**src/rtl/ser_crc8_pkg.sv**
```systemverilog
package ser_crc8_pkg;

    typedef enum logic [1:0] {
        ST_TXN     = 2'd0,
        ST_ID_CALC = 2'd1,
        ST_ID_CMP  = 2'd2,
        ST_ID_DONE = 2'd3
    } crc_state_e;

endpackage

```
**src/rtl/ser_crc8_step.sv**
```systemverilog
// One LSB-first shift of a reflected CRC register.
module ser_crc8_step #(
    parameter int          W    = 8,
    parameter logic [W-1:0] POLY = 8'h8C
) (
    input  logic [W-1:0] crc_i,
    input  logic         bit_i,
    output logic [W-1:0] crc_o
);
    logic fb;
    assign fb = crc_i[0] ^ bit_i;

    for (genvar i = 0; i < W; i++) begin : g_tap
        if (i == W - 1) begin : g_top
            assign crc_o[i] = POLY[i] & fb;
        end else begin : g_mid
            assign crc_o[i] = crc_i[i+1] ^ (POLY[i] & fb);
        end
    end
endmodule

```
**src/rtl/ser_crc8_bitcnt.sv**
```systemverilog
// Bit position counter shared by the payload and compare phases.
module ser_crc8_bitcnt #(
    parameter int W = 6
) (
    input  logic         clk,
    input  logic         rst_n,
    input  logic         clr,
    input  logic         inc,
    output logic [W-1:0] cnt
);
    always_ff @(posedge clk or negedge rst_n) begin
        if (!rst_n) begin
            cnt <= '0;
        end else if (clr) begin
            cnt <= '0;
        end else if (inc) begin
            cnt <= cnt + W'(1);
        end
    end
endmodule

```
**src/rtl/ser_crc8_idcmp.sv**
```systemverilog
// Streams received checksum bits against the frozen remainder.
module ser_crc8_idcmp #(
    parameter int W     = 8,
    parameter int IDX_W = 3
) (
    input  logic             clk,
    input  logic             rst_n,
    input  logic             clr,
    input  logic             en,
    input  logic             bit_i,
    input  logic [W-1:0]     crc_i,
    input  logic [IDX_W-1:0] idx,
    output logic             miss
);
    always_ff @(posedge clk or negedge rst_n) begin
        if (!rst_n) begin
            miss <= 1'b0;
        end else if (clr) begin
            miss <= 1'b0;
        end else if (en && (bit_i != crc_i[idx])) begin
            miss <= 1'b1;
        end
    end
endmodule

```
**src/rtl/ser_crc8_validator.sv**
```systemverilog
module ser_crc8_validator
    import ser_crc8_pkg::*;
#(
    parameter int              CRC_W   = 8,
    parameter logic [CRC_W-1:0] POLY_R = 8'h8C,
    parameter int              ID_BITS = 64
) (
    input  logic             clk,
    input  logic             rst_n,
    input  logic             bit_vld,
    input  logic             bit_in,
    input  logic             clr,
    input  logic             mode_id,
    output logic [CRC_W-1:0] crc_out,
    output logic             id_valid,
    output logic             id_match
);
    localparam int PAY_BITS = ID_BITS - CRC_W;
    localparam int CNT_W    = $clog2(PAY_BITS);
    localparam int IDX_W    = $clog2(CRC_W);

    crc_state_e       state_q, state_d;
    logic [CRC_W-1:0] crc_q, crc_step;
    logic [CNT_W-1:0] cnt;
    logic             last_pay, last_cmp, phase_wrap;
    logic             crc_en, cmp_en, miss;

    assign last_pay   = (cnt == CNT_W'(PAY_BITS - 1));
    assign last_cmp   = (cnt == CNT_W'(CRC_W - 1));
    assign phase_wrap = bit_vld &&
                        (((state_q == ST_ID_CALC) && last_pay) ||
                         ((state_q == ST_ID_CMP)  && last_cmp));
    assign crc_en = bit_vld && ((state_q == ST_TXN) || (state_q == ST_ID_CALC));
    assign cmp_en = bit_vld && (state_q == ST_ID_CMP);

    ser_crc8_step #(.W(CRC_W), .POLY(POLY_R)) u_step (
        .crc_i (crc_q),
        .bit_i (bit_in),
        .crc_o (crc_step)
    );

    ser_crc8_bitcnt #(.W(CNT_W)) u_cnt (
        .clk   (clk),
        .rst_n (rst_n),
        .clr   (clr || phase_wrap),
        .inc   (bit_vld && ((state_q == ST_ID_CALC) || (state_q == ST_ID_CMP))),
        .cnt   (cnt)
    );

    ser_crc8_idcmp #(.W(CRC_W), .IDX_W(IDX_W)) u_cmp (
        .clk   (clk),
        .rst_n (rst_n),
        .clr   (clr),
        .en    (cmp_en),
        .bit_i (bit_in),
        .crc_i (crc_q),
        .idx   (cnt[IDX_W-1:0]),
        .miss  (miss)
    );

    // Remainder register: clear wins over an offered bit.
    always_ff @(posedge clk or negedge rst_n) begin
        if (!rst_n) begin
            crc_q <= '0;
        end else if (clr) begin
            crc_q <= '0;
        end else if (crc_en) begin
            crc_q <= crc_step;
        end
    end

    // State register.
    always_ff @(posedge clk or negedge rst_n) begin
        if (!rst_n) begin
            state_q <= ST_TXN;
        end else begin
            state_q <= state_d;
        end
    end

    // Next-state logic.
    always_comb begin
        state_d = state_q;
        if (clr) begin
            state_d = mode_id ? ST_ID_CALC : ST_TXN;
        end else begin
            unique case (state_q)
                ST_TXN:     state_d = ST_TXN;
                ST_ID_CALC: if (bit_vld && last_pay) state_d = ST_ID_CMP;
                ST_ID_CMP:  if (bit_vld && last_cmp) state_d = ST_ID_DONE;
                ST_ID_DONE: state_d = ST_ID_DONE;
            endcase
        end
    end

    // Outputs.
    always_comb begin
        crc_out  = crc_q;
        id_valid = (state_q == ST_ID_DONE);
        id_match = id_valid && !miss;
    end
endmodule

```
**config.mk**
```make
export PLATFORM = sky130hd
export DESIGN_NAME = ser_crc8_validator
export DESIGN_NICKNAME = d
export VERILOG_FILES = /design/src/rtl/ser_crc8_pkg.sv /design/src/rtl/ser_crc8_step.sv /design/src/rtl/ser_crc8_bitcnt.sv /design/src/rtl/ser_crc8_idcmp.sv /design/src/rtl/ser_crc8_validator.sv
export SDC_FILE = /design/constraint.sdc
export NUM_CORES = 1
export LEC_CHECK = 0
export BUFFER_PORTS_ARGS = -buffer_cell sky130_fd_sc_hd__clkbuf_2
export CAP_MARGIN = 20
export CORE_MARGIN = 3
export CORE_UTILIZATION = 53
export DETAILED_ROUTE_END_ITERATION = 10
export HOLD_SLACK_MARGIN = 0.1
export PLACE_DENSITY_LB_ADDON = 0.3
export SETUP_SLACK_MARGIN = 0.2
export SYNTH_ARGS = -nofsm -noshare
export SYNTH_HDL_FRONTEND = slang
export SYNTH_SLANG_ARGS = --single-unit
```
**constraint.sdc**
```tcl
create_clock -name clk -period 1.85 [get_ports clk]
set_input_delay 0.2775 -clock clk [delete_from_list [all_inputs] [get_ports clk]]
set_output_delay 0.2775 -clock clk [all_outputs]
set_load 0.05 [all_outputs]
```
==> results.cfg, run 1 <==
[power]
p_switching_mw = 0.473
power.density_nw_per_um2 = 1050
internal_power_mw = 0.702
clkPwrFrac_pct = 17.5
share_comb_of_total_power_pct = 40.9
ir_drop_mv = 0.657
switching_share_pct = 40.2
finalPower_mw = 1.17
pwr-share-seq_pct = 41.6
leakage_nw = 0.524

[synthesis]
ys_seq_area_share_pct = 46.0
ys_warn_count = 0
ys.flop_type = dfrtp_1
async_reset_ff_share_pct = 100
synth_edf_count = 0
ys_ff_latch = 17
syn_nets = 94
netlist_area_um2 = 925
synth_cells = 83
syn_area_per_cell_um2 = 11.1
synth.distinct_cells = 30

[worst_setup_path]
cpMaxStageDelayCell = mux4_1
cp_top_family = multiplexers
start_kind = flip-flop
timing_worst_setup_path_type = reg -> reg
critPathRequiredTime_ns = 2.04
path_max_fanout = 5
path_cells = mux4_1 -> mux2i_2 -> nor4_1 -> a221o_1
worstPathArrival_ns = 1.84
slowest_delay_ns = 0.59
cp_num_buf_inv = 0
crit_path_end_kind = flip-flop

[placement]
gp_congestion = 0.804
post_dp_cell_area_um2 = 1030
portBuffers = 15
hpwl_um = 1260

[cells_and_area]
nets = 116
antennaDiodeCount = 0
synthToLayoutAreaGrowth_pct = 21.2
layout_commonest_cell = clkbuf_2
drive_gt1_share_pct = 41.3
final_cell_mix = clkbuf_2 (14), dfrtp_2 (9), nor2_1 (8), a22o_1 (8), dfrtp_1 (8)
final_area_um2 = 1120

[grt]
grt_usage_pct = 18.6
grt_pass1_wl_um = 2970
grt_max_degree = 18
grt_antenna_before_repair = 0
grt_pass1_vias = 674
grt_overflow_total = 0

[timing]
worst_pin_slew_ns = 0.416
timing.final.crit_share_pct = 89.5
min_period_ns = 1.66
max_freq_ghz = 0.604
drv_slew = 0
skew_ns = 0.00210
setup_viol_count_final = 0
hold_viol = 0
fin_setup_tns_ns = 0
slew_headroom_pct = 72.3
rsz0062_at_grt = yes

[run]
drv_cap = 0

[route]
viasPerCell = 5.84
post_drt_wl_per_cell_um = 14.8
ant_nets = 0
vias = 701
routed_wl_um = 1770
drtIter0Drc = 15
drcViolationCount = 0
dr.pass1.iters = 4

[die]
initial_utilization_pct = 58.7
die_w_um = 47.8
fp-row-count = 14
die_area_um2 = 2280
io_pins = 16
core_um2 = 1580
chipHeight_um = 47.8

[cts]
path_clk_slew_ns = 0.10
cts_sinks = 17
clock_latency_ns = 0.29
clockBufferDepth = 2
htree_levels = 1
cts_root_buf = clkbuf_4
cts_buffers = 3
cts_tree = built

[status]
status = finished clean

[min_path]
min_path_type = in -> reg
[cell type report]
class / instances / area (µm²)
clock buffer: 3 / 22.5
clock inverter: 1 / 7.51
fill: 122 / 455
inverter: 3 / 11.3
multi-input combinational: 60 / 502
sequential: 17 / 437
tap: 16 / 20.0
timing repair buffer: 20 / 121
[layer usage]
| layer | wire [µm] | vias to the layer above | GRT usage [%] |
|---|---|---|---|
| met3 | 59 | 2 | 3.38 |
| met1 | 804 | 339 | 24.2 |
| met4 | 14 | 0 | 6.45 |
| li1 | - | 346 | - |
| met2 | 896 | 14 | 30.9 |
| met5 | 0 | - | 0 |
[metrics by stage]
step / hold WS (ns) / std cells / setup slack, ns / utilization [%]
final: 0.205 / 120 / 0.195 / 71.1
after global routing: 0.217 / 120 / 0.0929 / 71.1
after CTS: 0.203 / 118 / 0.185 / 68.8
after detailed placement: 0.230 / 112 / 0.110 / 65.2
after global placement: 0.232 / 112 / 0.146 / 65.2
after floorplan: -0.0181 / 83 / 0.182 / -
[cells by family after synthesis]
family,synth area share [%]
fa+ha+maj,6.77
compound gates,14.6
flops,46.0
xor+xnor,7.58
mux,6.77
simple gates,15.7
buf+inv,2.57
[what timing repair did]
| action | in CTS | in global routing |
|---|---|---|
| hold buffers | 1 | 0 |
| gates resized for setup | 4 | 11 |
| buffers inserted | 1 | 2 |
| pin swaps | 0 | 3 |
| endpoints found under the setup margin | 3 | 10 |
| endpoints found under the hold margin | 17 | 0 |
[cell usage after synthesis, drive strengths merged (2+ instances only)]
library cell | instances | area (µm²)
o21a | 2 | 15.0
clkbuf | 2 | 7.51
dfrtp | 17 | 425
nor3b | 2 | 15.0
and2 | 2 | 12.5
nand2 | 5 | 18.8
mux4 | 2 | 52.6
nor2 | 8 | 30.0
nand4 | 2 | 12.5
a22o | 8 | 70.1
a21oi | 2 | 10.0
ha | 5 | 62.6
inv | 3 | 11.3
xor2 | 7 | 61.3
[registers in the layout, indices dropped and copies added (netlist names)]
| name | cells |
|---|---|
| crc_out | 8 |
| u_cnt.cnt | 6 |
| state_q | 2 |
| u_cmp.miss | 1 |
[worst min-delay path, stage by stage]
cell	delay, ns
clkbuf_2	0.07
nand2_1	0.04
o311ai_1	0.07
[power groups by stage]
stage	clock network, mW	logic [mW]	registers [mW]
finish	0.206	0.480	0.488
global route	0.231	0.529	0.495
CTS	0.210	0.464	0.484
detailed placement	0	0.429	0.491
global placement	0	0.424	0.487
floorplan	0	0.283	0.539
[final timing paths]
kind / start / endpoint / slack (ns) / cells after the start
max in group asynchronous: rst_n / crc_out[2] / 1.10 / 2
setup reg to reg: u_cnt.cnt[0] / u_cmp.miss / 0.19 / 4
hold / removal: mode_id / state_q[0] / 0.20 / 3
hold reg to reg: crc_out[7] / crc_out[6] / 0.54 / 1
min in group asynchronous: rst_n / u_cnt.cnt[3] / 0.43 / 2
setup / recovery: u_cnt.cnt[0] / u_cmp.miss / 0.19 / 4
(Power assumes the default switching activity.)
==> inputs of run 2 (changes only) <==
--- a/config.mk
+++ b/config.mk
@@ -5,13 +5,15 @@
 export SDC_FILE = /design/constraint.sdc
 export NUM_CORES = 1
 export LEC_CHECK = 0
+export ABC_AREA = 1
 export BUFFER_PORTS_ARGS = -buffer_cell sky130_fd_sc_hd__clkbuf_2
 export CAP_MARGIN = 20
 export CORE_MARGIN = 3
-export CORE_UTILIZATION = 53
+export CORE_UTILIZATION = 54
 export DETAILED_ROUTE_END_ITERATION = 10
 export HOLD_SLACK_MARGIN = 0.1
 export PLACE_DENSITY_LB_ADDON = 0.3
+export REMOVE_ABC_BUFFERS = 1
 export SETUP_SLACK_MARGIN = 0.2
 export SYNTH_ARGS = -nofsm -noshare
 export SYNTH_HDL_FRONTEND = slang
==> run 2 against run 1 <==
Net effect:
- sequential share of layout area is 0.47 points higher
- global-route usage rose by 0.29 points
- setup slack better by 0.13 ns
- utilization fell by 2.5 points
- synthesized area up 3.0%
==> results.cfg, run 2 <==
[timing]
max_freq_ghz = 0.654
rsz0062_at_grt = no
worst_slack_ns = 0.320
drv_slew = 0
holdWs_ns = 0.204
hold_viol = 0
skew_ns = 0.00415
timing.final.crit_share_pct = 82.7
slew_headroom_pct = 72.0
min_period_ns = 1.53
fin_setup_tns_ns = 0
setup_viol_count_final = 0
worst_pin_slew_ns = 0.420

[cells_and_area]
layout_commonest_cell = inv_1
largest_reg_flops = 8
post-route-util_pct = 68.7
antennaDiodeCount = 0
fin_cells = 149
synthToLayoutAreaGrowth_pct = 13.7
drive_gt1_share_pct = 20.3
fillers = 119
nets = 145
final_cell_mix = inv_1 (20), nand2_1 (18), nand3_1 (16), dfrtp_1 (16), clkbuf_2 (14)
seqCellArea_um2 = 427
multi_input_area_um2 = 445
final_area_um2 = 1080

[synthesis]
synth_top_area_share_pct = 44.7
synth.area.top_cells = dfrtp_1 (45%), nand3_1 (8.4%), inv_1 (7.9%), nand2_1 (7.5%), ha_1 (6.6%)
synth_edf_count = 0
async_reset_ff_share_pct = 100
netlist_area_um2 = 952
ys_ff_latch = 17
synthTopCellsByCount = inv_1 (20), nand2_1 (19), dfrtp_1 (17)
synth_cells = 114
ys_seq_area_share_pct = 44.7
ys_warn_count = 0
synth_most_common_cell = inv_1
ys.flop_type = dfrtp_1
synth.distinct_cells = 19
synth_top_area_cell = dfrtp_1
syn_area_per_cell_um2 = 8.35

[run]
drv_cap = 0

[worst_setup_path]
worstPathArrival_ns = 1.25
path_max_fanout = 4
path_cells = ha_1 -> inv_1 -> nor2_1 -> buf_2
cpMaxStageDelayCell = dfrtp_1
critPathRequiredTime_ns = 1.57
slowest_delay_ns = 0.41
cp_num_buf_inv = 2
start_kind = flip-flop
cp_top_family = flip-flops
crit_path_end_kind = primary output
timing_worst_setup_path_type = reg -> out

[grt]
grt_antenna_before_repair = 0
grt_pass1_wl_um = 3040
grt_max_degree = 18
grt_pass1_vias = 734
grt_usage_pct = 18.9
grt_overflow_total = 0

[placement]
post_dp_cell_area_um2 = 1040
portBuffers = 15
gp_congestion = 0.784
dp_cells = 144
hpwl_um = 1420
place_ws_ns = 0.302

[route]
vias = 792
routed_wl_um = 1800
post_drt_wl_per_cell_um = 12.1
drcViolationCount = 0
dr.pass1.iters = 4
ant_nets = 0
viasPerCell = 5.32
drtIter0Drc = 24

[power]
share_comb_of_total_power_pct = 40.2
ir_drop_mv = 0.644
finalPower_mw = 1.12
power.density_nw_per_um2 = 1030
pwr-share-seq_pct = 42.4
p_switching_mw = 0.477
switching_share_pct = 42.7
internal_power_mw = 0.639
clkPwrFrac_pct = 17.3
leakage_nw = 0.541

[die]
die_area_um2 = 2300
initial_utilization_pct = 60.4
chipHeight_um = 48.0
io_pins = 16
fp-row-count = 14
core_um2 = 1580
die_w_um = 48.0

[cts]
cts_buffers = 3
clock_latency_ns = 0.28
path_clk_slew_ns = 0.10
cts_sinks = 17
htree_levels = 1
cts_tree = built
cts_root_buf = clkbuf_4
clockBufferDepth = 2

[min_path]
min_path_type = in -> reg

[status]
status = finished clean
==> run 2: cell types whose count changed after synthesis, sizes merged, moves of 8 or more <==
cell and delta:
nand3 +16, nand2 +16, inv +18, a22o -8, o22ai +8
==> run 2: cell type report <==
| class | instances | share of cell area [%] |
|---|---|---|
| Clock buffer | 4 | 2.43 |
| Timing Repair Buffer | 16 | 7.86 |
| Sequential cell | 17 | 39.4 |
| Inverter | 21 | 7.28 |
| Multi-Input combinational cell | 75 | 41.2 |
| Tap cell | 16 | 1.85 |
==> run 2: logic make-up after synthesis <==
family | Yosys count | synth area share, %
and+or+nand+nor | 49 | 22.9
buffers and inverters | 22 | 8.80
DFF | 17 | 44.7
AOI/OAI and AO/OA | 13 | 9.72
xor gates and xnor gates | 8 | 7.36
adders and majority gates | 5 | 6.57
==> run 2: worst paths after layout <==
path                             from           end  slack (ns)  depth (start not counted)
setup / recovery           state_q[0]      id_match        0.32                          4
hold / removal                    clr    u_cmp.miss        0.20                          2
setup reg to reg           state_q[0]  u_cnt.cnt[5]        0.35                          7
hold reg to reg            u_cmp.miss    u_cmp.miss        0.53                          2
max in group asynchronous       rst_n  u_cnt.cnt[0]        1.07                          2
min in group asynchronous       rst_n    crc_out[0]        0.46                          2
==> run 2: power groups by stage <==
stage / sequential [mW] / clock, mW / combinational [mW]
final: 0.474 / 0.194 / 0.449
after detailed placement: 0.479 / 0 / 0.446
after floorplan: 0.562 / 0 / 0.260
after CTS: 0.472 / 0.197 / 0.450
after global routing: 0.484 / 0.218 / 0.499
after global placement: 0.475 / 0 / 0.436
==> run 2: metal layers <==
metal / up-vias / track usage [%] / wire [µm]
met5: - / 0 / 0
met2: 20 / 32.5 / 891
met1: 362 / 23.3 / 829
li1: 406 / - / -
met3: 4 / 3.38 / 61
met4: 0 / 6.99 / 22
==> run 2: what timing repair did <==
item	4_1_cts	5_1_grt
setup endpoints to repair	0	17
setup buffers	0	0
gates resized for setup	0	3
endpoints found under the hold margin	17	0
hold buffers	1	0
==> inputs of run 3 (changes only) <==
--- a/config.mk
+++ b/config.mk
@@ -9,7 +9,7 @@
 export BUFFER_PORTS_ARGS = -buffer_cell sky130_fd_sc_hd__clkbuf_2
 export CAP_MARGIN = 20
 export CORE_MARGIN = 3
-export CORE_UTILIZATION = 54
+export CORE_UTILIZATION = 48
 export DETAILED_ROUTE_END_ITERATION = 10
 export HOLD_SLACK_MARGIN = 0.1
 export PLACE_DENSITY_LB_ADDON = 0.3
==> constraint.sdc (replaced) <==
create_clock -name clk -period 1.4 [get_ports clk]
set_input_delay 0.21 -clock clk [delete_from_list [all_inputs] [get_ports clk]]
set_output_delay 0.21 -clock clk [all_outputs]
set_load 0.05 [all_outputs]
==> run 3 against run 2 <==
Net effect:
- the flow now finishes with violations (negative setup slack)
- die area rose by 11%
- sequential cell count did not move
- routed wire length rose by 26%
- clock skew fell by 0.0019 ns
- critical path type unchanged
- largest cell class unchanged
==> results.cfg, run 3 (synthesis results as in run 2) <==
[status]
status = finished, violations left
violations = negative setup slack

[cts]
clockBufferDepth = 2
cts_tree = built
clock_latency_ns = 0.30
cts_sinks = 17
cts_root_buf = clkbuf_4
htree_levels = 1
path_clk_slew_ns = 0.10
cts_buffers = 3

[timing]
skew_ns = 0.00227
slew_headroom_pct = 71.1
drv_slew = 0
rsz0062_at_grt = yes
worst_slack_ns = -0.0447
setup_viol_count_final = 9
hold_viol = 0
timing.final.crit_share_pct = 103
holdWs_ns = 0.133
min_period_ns = 1.44
worst_pin_slew_ns = 0.431
max_freq_ghz = 0.692

[power]
power.density_nw_per_um2 = 1350
leakage_nw = 0.618
internal_power_mw = 1.03
ir_drop_mv = 0.959
clkPwrFrac_pct = 15.0
share_comb_of_total_power_pct = 51.5
pwr-share-seq_pct = 33.5
p_switching_mw = 0.783
switching_share_pct = 43.1

[route]
ant_nets = 0
post_drt_wl_per_cell_um = 13.5
drtIter0Drc = 15
routed_wl_um = 2270
vias = 856
dr.pass1.iters = 4
viasPerCell = 5.10
drcViolationCount = 0

[min_path]
min_path_type = in -> reg

[cells_and_area]
largest_reg_flops = 8
nets = 155
synthToLayoutAreaGrowth_pct = 41.1
layout_commonest_cell = inv_1
drive_gt1_share_pct = 43.4
final_cell_mix = inv_1 (18), dfrtp_1 (16), nand2_1 (14), nand3_1 (11), clkbuf_2 (10)
antennaDiodeCount = 0

[die]
die_w_um = 50.5
io_pins = 16
chipHeight_um = 50.5
initial_utilization_pct = 52.8
core_um2 = 1800
fp-row-count = 15
die_area_um2 = 2550

[placement]
gp_congestion = 0.823
portBuffers = 15
hpwl_um = 1560
place_ws_ns = -0.0238

[worst_setup_path]
worstPathArrival_ns = 1.23
path_max_fanout = 2
timing_worst_setup_path_type = reg -> out
crit_path_end_kind = primary output
cp_top_family = flip-flops
cpMaxStageDelayCell = dfrtp_1
start_kind = flip-flop
path_cells = buf_6 -> ha_4 -> inv_4 -> nor2_4 -> buf_8
critPathRequiredTime_ns = 1.19
slowest_delay_ns = 0.41
cp_num_buf_inv = 3

[grt]
grt_antenna_before_repair = 0
grt_pass1_vias = 859
grt_pass1_wl_um = 3730
grt_overflow_total = 0
grt_usage_pct = 20.3
grt_max_degree = 18

[run]
drv_cap = 0
[run 3: cell types whose count changed in the layout (fill, tap and decap cells not counted), sizes merged]
| cell | delta |
|---|---|
| buf | +11 |
| clkbuf | -1 |
[run 3: metal layers]
metal  vias up  global-route usage, %  part of all wire (%)
met5         -                      0                     0
met4         0                   13.5                   3.1
met3         6                   2.08                   4.1
met2        20                   37.0                    52
met1       404                   22.0                    40
li1        426                      -                     -
[run 3: power groups by stage]
stage / registers, mW / clock network [mW] / logic [mW]
after global routing: 0.615 / 0.306 / 1.00
after global placement: 0.605 / 0 / 0.687
after floorplan: 0.742 / 0 / 0.343
final: 0.608 / 0.272 / 0.935
after CTS: 0.605 / 0.280 / 0.828
after detailed placement: 0.608 / 0 / 0.711
[run 3: cell type report]
cell class | instances | area [µm²]
Multi-Input combinational cell | 75 | 577
Fill cell | 131 | 458
Sequential cell | 17 | 427
Timing Repair Buffer | 26 | 199
Inverter | 21 | 83.8
Tap cell | 25 | 31.3
Clock buffer | 4 | 26.3
[run 3: timing repair]
| item | CTS | global route |
|---|---|---|
| buffers inserted | 1 | 1 |
| resized for setup | 28 | 21 |
| endpoints found under the hold margin | 17 | 0 |
| hold buffers | 1 | 0 |
| pin swaps | 4 | 3 |
| endpoints found under the setup margin | 19 | 21 |
[run 3: final timing paths]
kind,start,end,slack [ns],cells past startpoint
setup reg to reg,state_q[1],u_cnt.cnt[4],-0.03,6
max in group asynchronous,rst_n,state_q[0],0.70,2
hold / removal,clr,u_cmp.miss,0.13,2
setup / recovery,state_q[1],id_match,-0.04,5
hold reg to reg,u_cmp.miss,u_cmp.miss,0.58,2
min in group asynchronous,rst_n,crc_out[0],0.38,2
[run 3: stage by stage]
step | TNS, ns | area (µm²) | power, mW | instances | utilization, %
2_1_floorplan | -0.397 | 947 | 1.09 | 113 | -
3_3_place_gp | 0 | 1110 | 1.29 | 161 | 61.8
3_5_place_dp | -0.0800 | 1110 | 1.32 | 161 | 61.8
4_1_cts | -0.177 | 1260 | 1.71 | 167 | 70.1
5_1_grt | -1.22 | 1340 | 1.92 | 168 | 74.6
6_report | -0.205 | 1340 | 1.81 | 168 | 74.6
